--- src/rtl/rtc_cal_pkg.sv ---
package rtc_cal_pkg;
  localparam int CAL_W = 8;
  typedef logic signed [CAL_W-1:0] cal_t;
endpackage

--- src/rtl/rtc_cal_store.sv ---
module rtc_cal_store
  import rtc_cal_pkg::*;
(
  input  logic clk,
  input  logic rst_n,
  input  logic run,
  input  logic sec_pulse,
  input  logic cal_wr,
  input  cal_t cal_din,
  output cal_t cal_q
);
  logic take;
  cal_t cal_d;

  always_comb begin
    take  = cal_wr && (!run || sec_pulse);
    cal_d = take ? cal_din : cal_q;
  end

  always_ff @(posedge clk or negedge rst_n) begin
    if (!rst_n) cal_q <= '0;
    else        cal_q <= cal_d;
  end

  // outside the window a write cannot alter the trim
  a_r6_write_blocked: assert property (@(posedge clk) disable iff (!rst_n)
    (run && !sec_pulse) |=> $stable(cal_q));
endmodule

--- src/rtl/rtc_sec_div.sv ---
module rtc_sec_div
  import rtc_cal_pkg::*;
#(
  parameter int NOMINAL_DIV = 32768,
  parameter int CAL_STEP    = 4,
  localparam int MAX_TERM   = NOMINAL_DIV + CAL_STEP * (2 ** (CAL_W - 1)),
  localparam int DIV_W      = $clog2(MAX_TERM + 1)
)(
  input  logic clk,
  input  logic rst_n,
  input  logic run,
  input  logic tick_en,
  input  logic first_sec,
  input  cal_t cal,
  output logic sec_hit
);
  logic [DIV_W-1:0] cnt_q, cnt_d, last_val;
  logic             adv;
  int               term_i;

  always_comb begin
    term_i   = NOMINAL_DIV - (first_sec ? CAL_STEP * int'(cal) : 0);
    last_val = DIV_W'(term_i - 1);
    adv      = run && tick_en;
    sec_hit  = adv && (cnt_q >= last_val);
    cnt_d    = cnt_q;
    if (adv) cnt_d = sec_hit ? '0 : cnt_q + 1'b1;
  end

  always_ff @(posedge clk or negedge rst_n) begin
    if (!rst_n) cnt_q <= '0;
    else        cnt_q <= cnt_d;
  end

  // the divider never runs beyond the longest legal second
  a_r3_count_bound: assert property (@(posedge clk) disable iff (!rst_n)
    cnt_q < DIV_W'(MAX_TERM));
  // a cycle without a tick leaves the divider alone
  a_r8_no_tick_hold: assert property (@(posedge clk) disable iff (!rst_n)
    !tick_en |=> $stable(cnt_q));
endmodule

--- src/rtl/rtc_min_cnt.sv ---
module rtc_min_cnt #(
  parameter int SEC_PER_MIN = 60,
  localparam int SEC_W      = $clog2(SEC_PER_MIN)
)(
  input  logic clk,
  input  logic rst_n,
  input  logic sec_hit,
  output logic first_sec,
  output logic last_sec
);
  logic [SEC_W-1:0] sec_q, sec_d;

  always_comb begin
    first_sec = (sec_q == '0);
    last_sec  = (sec_q == SEC_W'(SEC_PER_MIN - 1));
    sec_d     = sec_q;
    if (sec_hit) sec_d = last_sec ? '0 : sec_q + 1'b1;
  end

  always_ff @(posedge clk or negedge rst_n) begin
    if (!rst_n) sec_q <= '0;
    else        sec_q <= sec_d;
  end

  // second index stays inside one minute
  a_r4_index_range: assert property (@(posedge clk) disable iff (!rst_n)
    sec_q <= SEC_W'(SEC_PER_MIN - 1));
endmodule

--- src/rtl/rtc_cal_prescaler.sv ---
module rtc_cal_prescaler
  import rtc_cal_pkg::*;
#(
  parameter int NOMINAL_DIV = 32768,
  parameter int SEC_PER_MIN = 60,
  parameter int CAL_STEP    = 4
)(
  input  logic       clk,
  input  logic       rst_n,
  input  logic       run,
  input  logic       tick_en,
  input  logic       cal_wr,
  input  logic [7:0] cal_din,
  output logic       sec_pulse,
  output logic       min_mark
);
  cal_t cal_q;
  logic first_sec, last_sec, sec_hit;
  logic sec_pulse_d, min_mark_d;

  rtc_cal_store u_store (
    .clk(clk), .rst_n(rst_n), .run(run), .sec_pulse(sec_pulse),
    .cal_wr(cal_wr), .cal_din(cal_t'(cal_din)), .cal_q(cal_q)
  );

  rtc_sec_div #(.NOMINAL_DIV(NOMINAL_DIV), .CAL_STEP(CAL_STEP)) u_div (
    .clk(clk), .rst_n(rst_n), .run(run), .tick_en(tick_en),
    .first_sec(first_sec), .cal(cal_q), .sec_hit(sec_hit)
  );

  rtc_min_cnt #(.SEC_PER_MIN(SEC_PER_MIN)) u_min (
    .clk(clk), .rst_n(rst_n), .sec_hit(sec_hit),
    .first_sec(first_sec), .last_sec(last_sec)
  );

  always_comb begin
    sec_pulse_d = sec_hit;
    min_mark_d  = sec_hit && last_sec;
  end

  always_ff @(posedge clk or negedge rst_n) begin
    if (!rst_n) begin
      sec_pulse <= 1'b0;
      min_mark  <= 1'b0;
    end else begin
      sec_pulse <= sec_pulse_d;
      min_mark  <= min_mark_d;
    end
  end

  // minute marker only rides on a seconds pulse
  a_r4_min_with_sec: assert property (@(posedge clk) disable iff (!rst_n)
    min_mark |-> sec_pulse);
  // seconds pulse lasts one cycle
  a_r2_single_cycle: assert property (@(posedge clk) disable iff (!rst_n)
    sec_pulse |=> !sec_pulse);
  // a stopped timer produces no pulse
  a_r7_stopped_quiet: assert property (@(posedge clk) disable iff (!rst_n)
    !run |=> !sec_pulse);
endmodule

--- config.mk ---
export PLATFORM = sky130hd
export DESIGN_NAME = rtc_cal_prescaler
export DESIGN_NICKNAME = d
export VERILOG_FILES = /design/src/rtl/rtc_cal_pkg.sv /design/src/rtl/rtc_cal_store.sv /design/src/rtl/rtc_sec_div.sv /design/src/rtl/rtc_min_cnt.sv /design/src/rtl/rtc_cal_prescaler.sv
export SDC_FILE = /design/constraint.sdc
export NUM_CORES = 1
export LEC_CHECK = 0
export BUFFER_PORTS_ARGS = -buffer_cell sky130_fd_sc_hd__clkbuf_2
export CAP_MARGIN = 10
export CORE_MARGIN = 4
export CORE_UTILIZATION = 40
export CTS_CLUSTER_DIAMETER = 100
export DETAILED_ROUTE_END_ITERATION = 8
export PLACE_DENSITY = 0.64
export SKIP_LAST_GASP = 1
export SLEW_MARGIN = 20
export SYNTH_ARGS = -nofsm -noshare
export SYNTH_HDL_FRONTEND = slang
export SYNTH_SLANG_ARGS = --single-unit
--- constraint.sdc ---
create_clock -name clk -period 7.6 [get_ports clk]
set_input_delay 1.14 -clock clk [delete_from_list [all_inputs] [get_ports clk]]
set_output_delay 1.14 -clock clk [all_outputs]
set_load 0.01 [all_outputs]
==> results of run 1 <==
==> synthesized netlist by cell type (2+ instances only) <==
master,count
nand3_1,7
nand4_1,6
a21o_1,3
o21ai_0,4
o21ai_1,2
nor2_1,21
nor3_1,3
a21oi_1,2
dfrtp_1,32
nor4_1,2
inv_1,4
a21oi_2,2
ha_1,11
xnor2_1,3
and3_1,3
mux2_2,8
nand2_1,13
and2_1,8
xor2_1,10
==> state kept, by name, summed over array words and instances (netlist names) <==
name / flops
sec_pulse: 1
u_min.sec_q: 6
u_store.cal_q: 8
u_div.cnt_q: 16
min_mark: 1
==> power by group through the flow <==
stage | Clock (W) | Sequential [W] | Combinational, W
after floorplan | 0 | 0.000194 | 0.0000214
after global placement | 0 | 0.000198 | 0.0000305
after detailed placement | 0 | 0.000198 | 0.0000322
after CTS | 0.000139 | 0.000195 | 0.0000324
after global routing | 0.000147 | 0.000197 | 0.0000369
final | 0.000134 | 0.000195 | 0.0000315
==> worst max-delay path, stage by stage (launching register included) <==
cell and delay (ns):
dfrtp_1 0.44, or2_4 0.30, nor4b_1 0.80, and2_1 0.25
ha_1 0.17, o21ai_0 0.07, o21ai_0 0.15, o211ai_1 0.18
a211oi_4 0.91, nand2_2 0.11, mux2_4 0.29
==> cell families after synthesis <==
| kind of cell | synth area share (%) |
|---|---|
| mux | 6.04 |
| compound gates | 9.56 |
| simple gates | 22.0 |
| xor+xnor | 6.54 |
| fa+ha+maj | 7.91 |
| buf+inv | 1.94 |
| flops | 46.0 |
==> per-layer routing <==
metal  routed length (um)  up-vias
met2                 1650       26
met3                  134       12
li1                     -      626
met4                  121        0
met5                    0        -
met1                 1510      620
==> final timing paths <==
check	from	to	slack [ns]	cells after the start
setup / recovery	u_min.sec_q[2]$_DFFE_PN0P_	u_min.sec_q[2]$_DFFE_PN0P_	3.82	10
max in group asynchronous	rst_n	u_store.cal_q[3]$_DFFE_PN0P_	6.17	1
hold reg to reg	u_store.cal_q[0]$_DFFE_PN0P_	u_store.cal_q[0]$_DFFE_PN0P_	0.50	1
hold / removal	u_store.cal_q[0]$_DFFE_PN0P_	u_store.cal_q[0]$_DFFE_PN0P_	0.50	1
setup reg to reg	u_min.sec_q[2]$_DFFE_PN0P_	u_min.sec_q[2]$_DFFE_PN0P_	3.82	10
min in group asynchronous	rst_n	u_min.sec_q[5]$_DFFE_PN0P_	0.93	1
==> cell type report <==
cell class | count | area (sq um)
Clock inverter | 2 | 10.0
Inverter | 4 | 15.0
Sequential cell | 32 | 801
Fill cell | 408 | 2170
Multi-Input combinational cell | 128 | 906
Clock buffer | 6 | 82.6
Timing Repair Buffer | 14 | 70.1
Tap cell | 50 | 62.6
==> stage by stage <==
stage	util (%)	power (W)	std cells
2_1_floorplan	-	0.000216	166
3_3_place_gp	45.1	0.000228	228
3_5_place_dp	45.1	0.000230	228
4_1_cts	47.3	0.000366	236
5_1_grt	47.3	0.000381	236
6_report	47.3	0.000361	236
==> impl_results.md, run 1 <==
- Worst-Margin Slew: 1.03 ns
- Critical Path Fanout Max: 26
- Dpl hpwl: about 2600 um
- Clk pwr share: between 30% and 40%
- Die Wd: 74.0 um
- Ys async rst share: 100%
- Antenna Nets Post-Route: 0
- Core Box Area: 0.00412 sq mm
- Worst Hold Class: reg2reg
- Setup TNS Final: 0 ns
- H-Tree Level Count: 2
- Synth Instances: around 170
- Vias in the first global route: 1301
- Finished Cell Area: 0.00195 sq mm
- Clock root cell: clkbuf_8
- Layout area overhead: 11.9%
- Total leakage power: 0.948 nW
- Peak supply drop: 0.0688 mV
- PnR worst setup slack: around 3.8 ns
- Hold WS: 0.502 ns
- CP startpoint kind: flip-flop
- Nets: approximately 210
- DRC viols: 0
- Layout cells sized above 1: 20.4%
- Critical path arrival: 3.95 ns
- Synth area leader: dfrtp_1
- # resized after CTS: 0
- Seq pwr share: between 50% and 60%
- CP Capture Type: flip-flop
- PD cells: between 150 and 200 mW/mm^2
- GR peak layer: met2
- DR pass1 iterations: 4
- Pre-CTS setup slack: 3.71 ns
- Starting density of the core: 42.3%
- Num CTS Buffers: 5
- Placer Congestion: ~0.82
- Comb pwr share: 8.7%
- Deepest clock path buffer count: 2
- Achievable Freq: 265 MHz
- IO Port Bufs: 14
- Synth Register Bits: 32
- Commonest non-fill, non-tap cells in the layout: dfrtp_1, nor2_1, clkbuf_2, nand2_1, ha_1
- P_sw: 0.0000900 W
- DP Area: between 0.0015 and 0.002 sq mm
- Top cell type's share of synthesized area: 46.0%
- Met3 track demand over resource: 4.59%
- YS warnings: 0
- Max Slew Vio Count: 0
- Tmin final: 3.78 ns
- Mean Syn Cell Area: roughly 10 sq um
- Worst EP required: 7.77 ns
- Power Internal: ~0.00027 W
- Tcrit/Tclk final: 49.7%
- Vias/cell: about 5.4
- Die area: 0.00547 sq mm
- Most common cell after layout, fill and taps aside: dfrtp_1
- Final setup viols: 0
- Reg clk slew, reported paths: 0.06 ns
- Antenna violations before repair: 0
- Outcome: completed
- Sw Share: approximately 25%
- TritonCTS clock tree: yes
- Overflow left after global routing: 0
- Largest net degree at the start of global routing: 33
- I/O pin cnt: 15
- DRT Wirelength: roughly 3400 um
- Met2 Usage GRT: 22.3%
- Relative slew slack: 31.4%
- Routed length per instance: roughly 14 um
- Ys flop type: dfrtp_1
- Final hold vios: 0
- # clock sinks: 32
- Critical path class: reg2reg
- First-pass GRT wire length: between 5000 and 6000 um
- Vias: ~1300
- Synthesized area: 0.00174 sq mm
- RSZ-0062 raised after global routing: no
- Register area share after synthesis: a little under half
- Site row count: 23
- Initial drt markers: 66
- Max cap viols: 0
- Number of synthesized flops with an enable pin: 0
- Syn_nets: 190
- Met1 GRT Util: 16.8%
- CTS Hold Bufs: 0
- DIE HEIGHT: 74.0 um
- Synth area leaders: dfrtp_1, ha_1, mux2_2
- Worst clock skew: between 0.004 and 0.005 ns
- Unique masters post-synth: 41
- Antenna Cells: 0
- Clk_lat worst skew: between 0.2 and 0.3 ns
- GRT Overall Usage: 14.1%
- Post-CTS setup buffers: 0
Note: power is estimated with default switching activity, not from simulation.
==> inputs of run 2 (changes only) <==
Clock period 7.6 ns to 3.6 ns, I/O delays scaled along.
==> run 2 against run 1 <==
Effect of this change:
- combinational power increased by 110%
- highest routed layer unchanged
- clock power increased to 2.5 times the previous value
- critical endpoint unchanged
- count of clock-buffer cells in the layout unchanged
- first-iteration DRC count increased by 30%
- final cell count increased by 0.85%
==> impl_results.md, run 2 (synthesis results as in run 1) <==
- Max Slew Vio Count: 0 (unchanged)
- Antenna violations before repair: 0 (unchanged)
- Post-CTS setup buffers: 0 (unchanged)
- Final setup viols: 0 (unchanged)
- Reg clk slew, reported paths: 0.07 ns (about the same)
- Tcrit/Tclk final: 81.5% (+32 points)
- Worst EP required: 3.76 ns (-4.01 ns)
- Vias/cell: 5.37 (-1.4%)
- Layout cells sized above 1: 20.7% (+0.31 points)
- Hold WS: 0.327 ns (-0.175 ns)
- DR pass1 iterations: 4 (unchanged)
- First-pass GRT wire length: 6030 um (+4.8%)
- Achievable Freq: 341 MHz (+29%)
- Most common cell after layout, fill and taps aside: dfrtp_1
- Num CTS Buffers: 5 (unchanged)
- Worst r2r path cells: 11 (+1)
- Crit path from: u_min.sec_q[2]$_DFFE_PN0P_
- I/O pin cnt: 15 (unchanged)
- # resized after CTS: 0 (unchanged)
- Nets: 211 (+0.96%)
- Max FFs per register: 16 (unchanged)
- H-Tree Level Count: 2 (unchanged)
- Placer Congestion: 0.791 (-3.0%)
- DRT Wirelength: 3390 um (-0.76%)
- Routed length per instance: 14.2 um (-1.6%)
- Critical path arrival: 3.10 ns (-0.85 ns)
- DIE HEIGHT: 74.0 um (unchanged)
- Clock root cell: clkbuf_8
- Largest net degree at the start of global routing: 33 (unchanged)
- CP startpoint kind: flip-flop
- DRC viols: 0 (unchanged)
- IO Port Bufs: 14 (unchanged)
- Peak supply drop: 0.183 mV (+170%)
- Die area: 0.00547 sq mm (unchanged)
- Antenna Cells: 0 (unchanged)
- RSZ-0062 raised after global routing: no
- Worst Hold Class: in2async
- PD cells: 413 mW/mm^2 (+120%)
- Vias: 1277 (-0.55%)
- CP Capture Type: flip-flop
- Clk_lat worst skew: 0.29 ns (about the same)
- Worst clock skew: 0.0121 ns (+0.00778 ns)
- Layout area overhead: 13.6%
- Commonest non-fill, non-tap cells in the layout: dfrtp_1, nor2_1, clkbuf_2, nand2_1, ha_1
- Core Box Area: 0.00412 sq mm (unchanged)
- Deepest clock path buffer count: 2 (unchanged)
- Top reg by flops: u_div.cnt_q
- Relative slew slack: 46.6% (+15 points)
- Overflow left after global routing: 0 (unchanged)
- Site row count: 23 (unchanged)
- Reg-to-reg critical path startpoint: u_min.sec_q[2]$_DFFE_PN0P_
- Setup TNS Final: 0 ns (unchanged)
- Tmin final: 2.93 ns (-0.847 ns)
- R2r endpoint: u_min.sec_q[2]$_DFFE_PN0P_
- Outcome: completed
- Antenna Nets Post-Route: 0 (unchanged)
- CTS Hold Bufs: 0 (unchanged)
- Dpl hpwl: 2600 um (+1.9%)
- # clock sinks: 32 (unchanged)
- TritonCTS clock tree: yes
- Critical Path Fanout Max: 12 (-54%)
- Total leakage power: 0.963 nW (+1.6%)
- Worst-Margin Slew: 0.795 ns (-0.230 ns)
- Reg2reg setup slack: 0.67 ns (-3.15 ns)
- Die Wd: 74.0 um (unchanged)
- Final hold vios: 0 (unchanged)
- Starting density of the core: 42.3% (unchanged)
- Initial drt markers: 86 (+30%)
- Critical path class: reg2reg
- Top Registers: u_div.cnt_q (16), u_store.cal_q (8), u_min.sec_q (6)
- Max cap viols: 0 (unchanged)
- Vias in the first global route: 1344 (+3.3%)
- GRT Overall Usage: 14.5% (+0.45 points)
==> run 2: critical path, cell delays in order, from the launching register on <==
cell      delay, ns
dfrtp_1        0.44
or2_4          0.30
nor4b_1        0.25
buf_4          0.19
and2_1         0.13
ha_1           0.23
a21o_1         0.16
a211o_1        0.29
a21oi_2        0.20
a211oi_4       0.15
and3_1         0.21
mux2_4         0.26
==> run 2: layer usage <==
layer	wire length [um]	global-route usage, %	vias up
met5	0	0	-
met4	67	7.65	0
met3	128	3.92	5
met2	1650	23.1	22
met1	1550	18.0	616
li1	-	-	634
==> run 2: metrics by stage <==
stage / area [sq um] / setup slack [ns] / utilization (%) / power, W / std cells
after floorplan: 1740 / 0.613 / - / 0.000455 / 166
after global placement: 1870 / 0.725 / 45.4 / 0.000483 / 230
after detailed placement: 1870 / 0.635 / 45.4 / 0.000487 / 230
after CTS: 1980 / 0.651 / 48.0 / 0.000823 / 238
after global routing: 1980 / 0.403 / 48.0 / 0.000857 / 238
final: 1980 / 0.666 / 48.0 / 0.000816 / 238
==> run 2: cell type report <==
type                       instances  area [sq um]
clock buffer                       6          72.6
tap                               50          62.6
fill                             383          2140
inverter                           4          15.0
sequential                        32           801
multi-input combinational        128           906
timing repair buffer              16          85.1
clock inverter                     2          35.0
==> run 2: power by group <==
group,internal (W),total [W],switching (W),leakage [nW]
logic,0.0000329,0.0000669,0.0000339,0.490
registers,0.000386,0.000411,0.0000245,0.418
clock network,0.000205,0.000338,0.000133,0.0552
total,0.000624,0.000816,0.000192,0.963
==> run 2: worst max-delay path by stage <==
stage | endpoint | slack, ns | cells past startpoint
3_5_place_dp | u_div.cnt_q[2]$_DFFE_PN0P_ | 0.63 | 11
4_1_cts | u_div.cnt_q[2]$_DFFE_PN0P_ | 0.65 | 11
5_1_grt | u_div.cnt_q[2]$_DFFE_PN0P_ | 0.40 | 11
3_3_place_gp | u_div.cnt_q[2]$_DFFE_PN0P_ | 0.72 | 11
2_1_floorplan | u_min.sec_q[2]$_DFFE_PN0P_ | 0.61 | 10
6_report | u_min.sec_q[2]$_DFFE_PN0P_ | 0.67 | 11
==> inputs of run 3 (changes only) <==
Settings changed: PLACE_DENSITY 0.64 to 0.66.
Clock period 3.6 ns to 2.6 ns, I/O delays scaled along.
==> run 3 against run 2 <==
Effect of this change:
- the run now ends with negative setup slack left
- largest power group unchanged
- flip-flop and latch count unchanged
- largest cell class unchanged
- global-route usage increased by 2.2 points
- utilization rose by 8.5 points
- critical endpoint unchanged
- highest routed layer unchanged
==> impl_results.md, run 3 (synthesis results as in run 1) <==
- Outcome: complete, but fails checks
- Failing checks: negative setup slack
- IO Port Bufs: 14 (unchanged)
- PnR worst setup slack: -0.119 ns (-0.785 ns)
- Most used cell, CP: buf_6
- Worst r2r path cells: 13 (+2)
- Routed length per instance: 16.2 um (+14%)
- Overflow left after global routing: 0 (unchanged)
- Layout area overhead: 33.6%
- Max FFs per register: 16 (unchanged)
- CP max stage cell: dfrtp_1
- Tmin final: 2.72 ns (-0.215 ns)
- CP startpoint kind: flip-flop
- Peak supply drop: 0.300 mV (+63%)
- Num CTS Buffers: 5 (unchanged)
- Commonest non-fill, non-tap cells in the layout: dfrtp_1, buf_4, nor2_1, clkbuf_2, nand2_1
- Nets: 237 (+12%)
- Max cap viols: 0 (unchanged)
- Layout cells sized above 1: 38.8% (+18 points)
- GRT Overall Usage: 16.7% (+2.2 points)
- Largest net degree at the start of global routing: 33 (unchanged)
- Antenna Nets Post-Route: 0 (unchanged)
- Critical path class: reg2reg
- H-Tree Level Count: 2 (unchanged)
- First-pass GRT wire length: 6900 um (+14%)
- # clock sinks: 32 (unchanged)
- Reg clk slew, reported paths: 0.07 ns (about the same)
- Vias: 1447 (+13%)
- Power Total: 0.00117 W (+44%)
- Worst clock skew: 0.00525 ns (-0.00685 ns)
- Initial drt markers: 77 (-10%)
- TritonCTS clock tree: yes
- RSZ-0062 raised after global routing: yes
- Max Slew Vio Count: 0 (unchanged)
- DRT Wirelength: 4290 um (+26%)
- CP Capture Type: flip-flop
- Worst Hold Class: in2async
- Starting density of the core: 42.3% (unchanged)
- Reg-to-reg critical path startpoint: u_min.sec_q[5]$_DFFE_PN0P_
- Final setup viols: 6 (+6)
- Vias/cell: 5.48 (+2.2%)
- Site row count: 23 (unchanged)
- Top reg by flops: u_div.cnt_q
- DIE HEIGHT: 74.0 um (unchanged)
- Vias in the first global route: 1507 (+12%)
- Most common cell after layout, fill and taps aside: dfrtp_1
- Final hold vios: 0 (unchanged)
- Critical path arrival: 2.89 ns (-0.21 ns)
- Worst EP required: 2.78 ns (-0.98 ns)
- Top Registers: u_div.cnt_q (16), u_store.cal_q (8), u_min.sec_q (6)
- Worst-Margin Slew: 0.820 ns (+0.0248 ns)
- Total leakage power: 1.10 nW (+14%)
- Critical Path Max Stage Delay: 0.39 ns (-0.05 ns)
- Deepest clock path buffer count: 2 (unchanged)
- Post-layout util: 56.5% (+8.5 points)
- DR pass1 iterations: 4 (unchanged)
- CTS Hold Bufs: 0 (unchanged)
- DRC viols: 0 (unchanged)
- Relative slew slack: 45.3% (-1.3 points)
- Dpl hpwl: 2800 um (+7.8%)
- Die Wd: 74.0 um (unchanged)
- R2r endpoint: u_min.sec_q[2]$_DFFE_PN0P_
- Core Box Area: 0.00412 sq mm (unchanged)
- Tcrit/Tclk final: 105% (+23 points)
- CP cell instances: or2_4 > nor4b_4 > buf_6 > and2_1 > ha_1 > a21o_1 > a211o_1 > a21oi_4 > buf_6 > a211oi_2 > buf_4 > nand2_4 > mux2_4
- Achievable Freq: 368 MHz (+7.9%)
- Clk_lat worst skew: 0.29 ns (about the same)
- Critical Path Fanout Max: 7 (-5)
- Die area: 0.00547 sq mm (unchanged)
- I/O pin cnt: 15 (unchanged)
- Reg2reg setup slack: -0.12 ns (-0.79 ns)
- Clock root cell: clkbuf_8
- Antenna violations before repair: 0 (unchanged)
- PD cells: 504 mW/mm^2 (+22%)
- Antenna Cells: 0 (unchanged)
- Placer Congestion: 0.811 (+2.5%)
## run 3: changes by cell type in the layout (fill, tap and decap cells not counted), sizes merged
cell	previous run	this run
buf	2	27
a211oi	2	3
## run 3: repair_timing
action | 4_1_cts | 5_1_grt
resized for setup | 12 | 19
cloned | 2 | 0
setup endpoints to repair | 22 | 24
pin swaps | 9 | 11
buffers inserted | 11 | 2
## run 3: through the flow
step	instance area [sq um]	TNS (ns)	cells	hold WS (ns)	setup WS (ns)
after floorplan	1760	-0.0858	166	0.0944	-0.0858
after global placement	1970	-0.286	242	0.496	-0.0875
after detailed placement	1970	-2.86	242	0.503	-0.205
after CTS	2240	-0.0489	263	0.213	-0.0431
after global routing	2320	-2.36	264	0.263	-0.222
final	2320	-0.418	264	0.185	-0.119
## run 3: how the worst max path moves through the flow
| stage | start | endpoint |
|---|---|---|
| final | u_min.sec_q[5]$_DFFE_PN0P_ | u_min.sec_q[2]$_DFFE_PN0P_ |
| after global routing | u_min.sec_q[2]$_DFFE_PN0P_ | u_min.sec_q[2]$_DFFE_PN0P_ |
| after CTS | u_min.sec_q[5]$_DFFE_PN0P_ | u_min.sec_q[2]$_DFFE_PN0P_ |
| after detailed placement | u_min.sec_q[5]$_DFFE_PN0P_ | u_min.sec_q[2]$_DFFE_PN0P_ |
| after global placement | u_min.sec_q[5]$_DFFE_PN0P_ | u_min.sec_q[2]$_DFFE_PN0P_ |
| after floorplan | u_min.sec_q[2]$_DFFE_PN0P_ | u_min.sec_q[2]$_DFFE_PN0P_ |
## run 3: layout make-up
cell class | instances | area [sq um]
Fill cell | 349 | 1790
Multi-Input combinational cell | 129 | 1030
Sequential cell | 32 | 801
Timing Repair Buffer | 41 | 304
Clock buffer | 6 | 72.6
Tap cell | 50 | 62.6
Clock inverter | 2 | 35.0
Inverter | 4 | 15.0
## run 3: worst max-delay path, delay by kind of cell (launching register included)
| kind | cells | cell delay, ns |
|---|---|---|
| buffers and inverters | 3 | 0.48 |
| DFF | 1 | 0.39 |
| muxes | 1 | 0.27 |
| adders and majority gates | 1 | 0.14 |
| and+or+nand+nor | 4 | 0.69 |
| AOI/OAI and AO/OA | 4 | 0.62 |
## run 3: routing by layer
layer | routed length [um] | track usage, % | share of wire [%]
met3 | 163 | 4.32 | 3.8
met1 | 1820 | 20.4 | 43
met4 | 111 | 8.25 | 2.6
met2 | 2190 | 27.3 | 51
met5 | 0 | 0 | 0
## run 3: power breakdown
part / internal, W / leakage (nW) / switching, W
Sequential: 0.000535 / 0.418 / 0.0000387
Clock: 0.000284 / 0.0552 / 0.000193
Combinational: 0.0000617 / 0.622 / 0.0000596
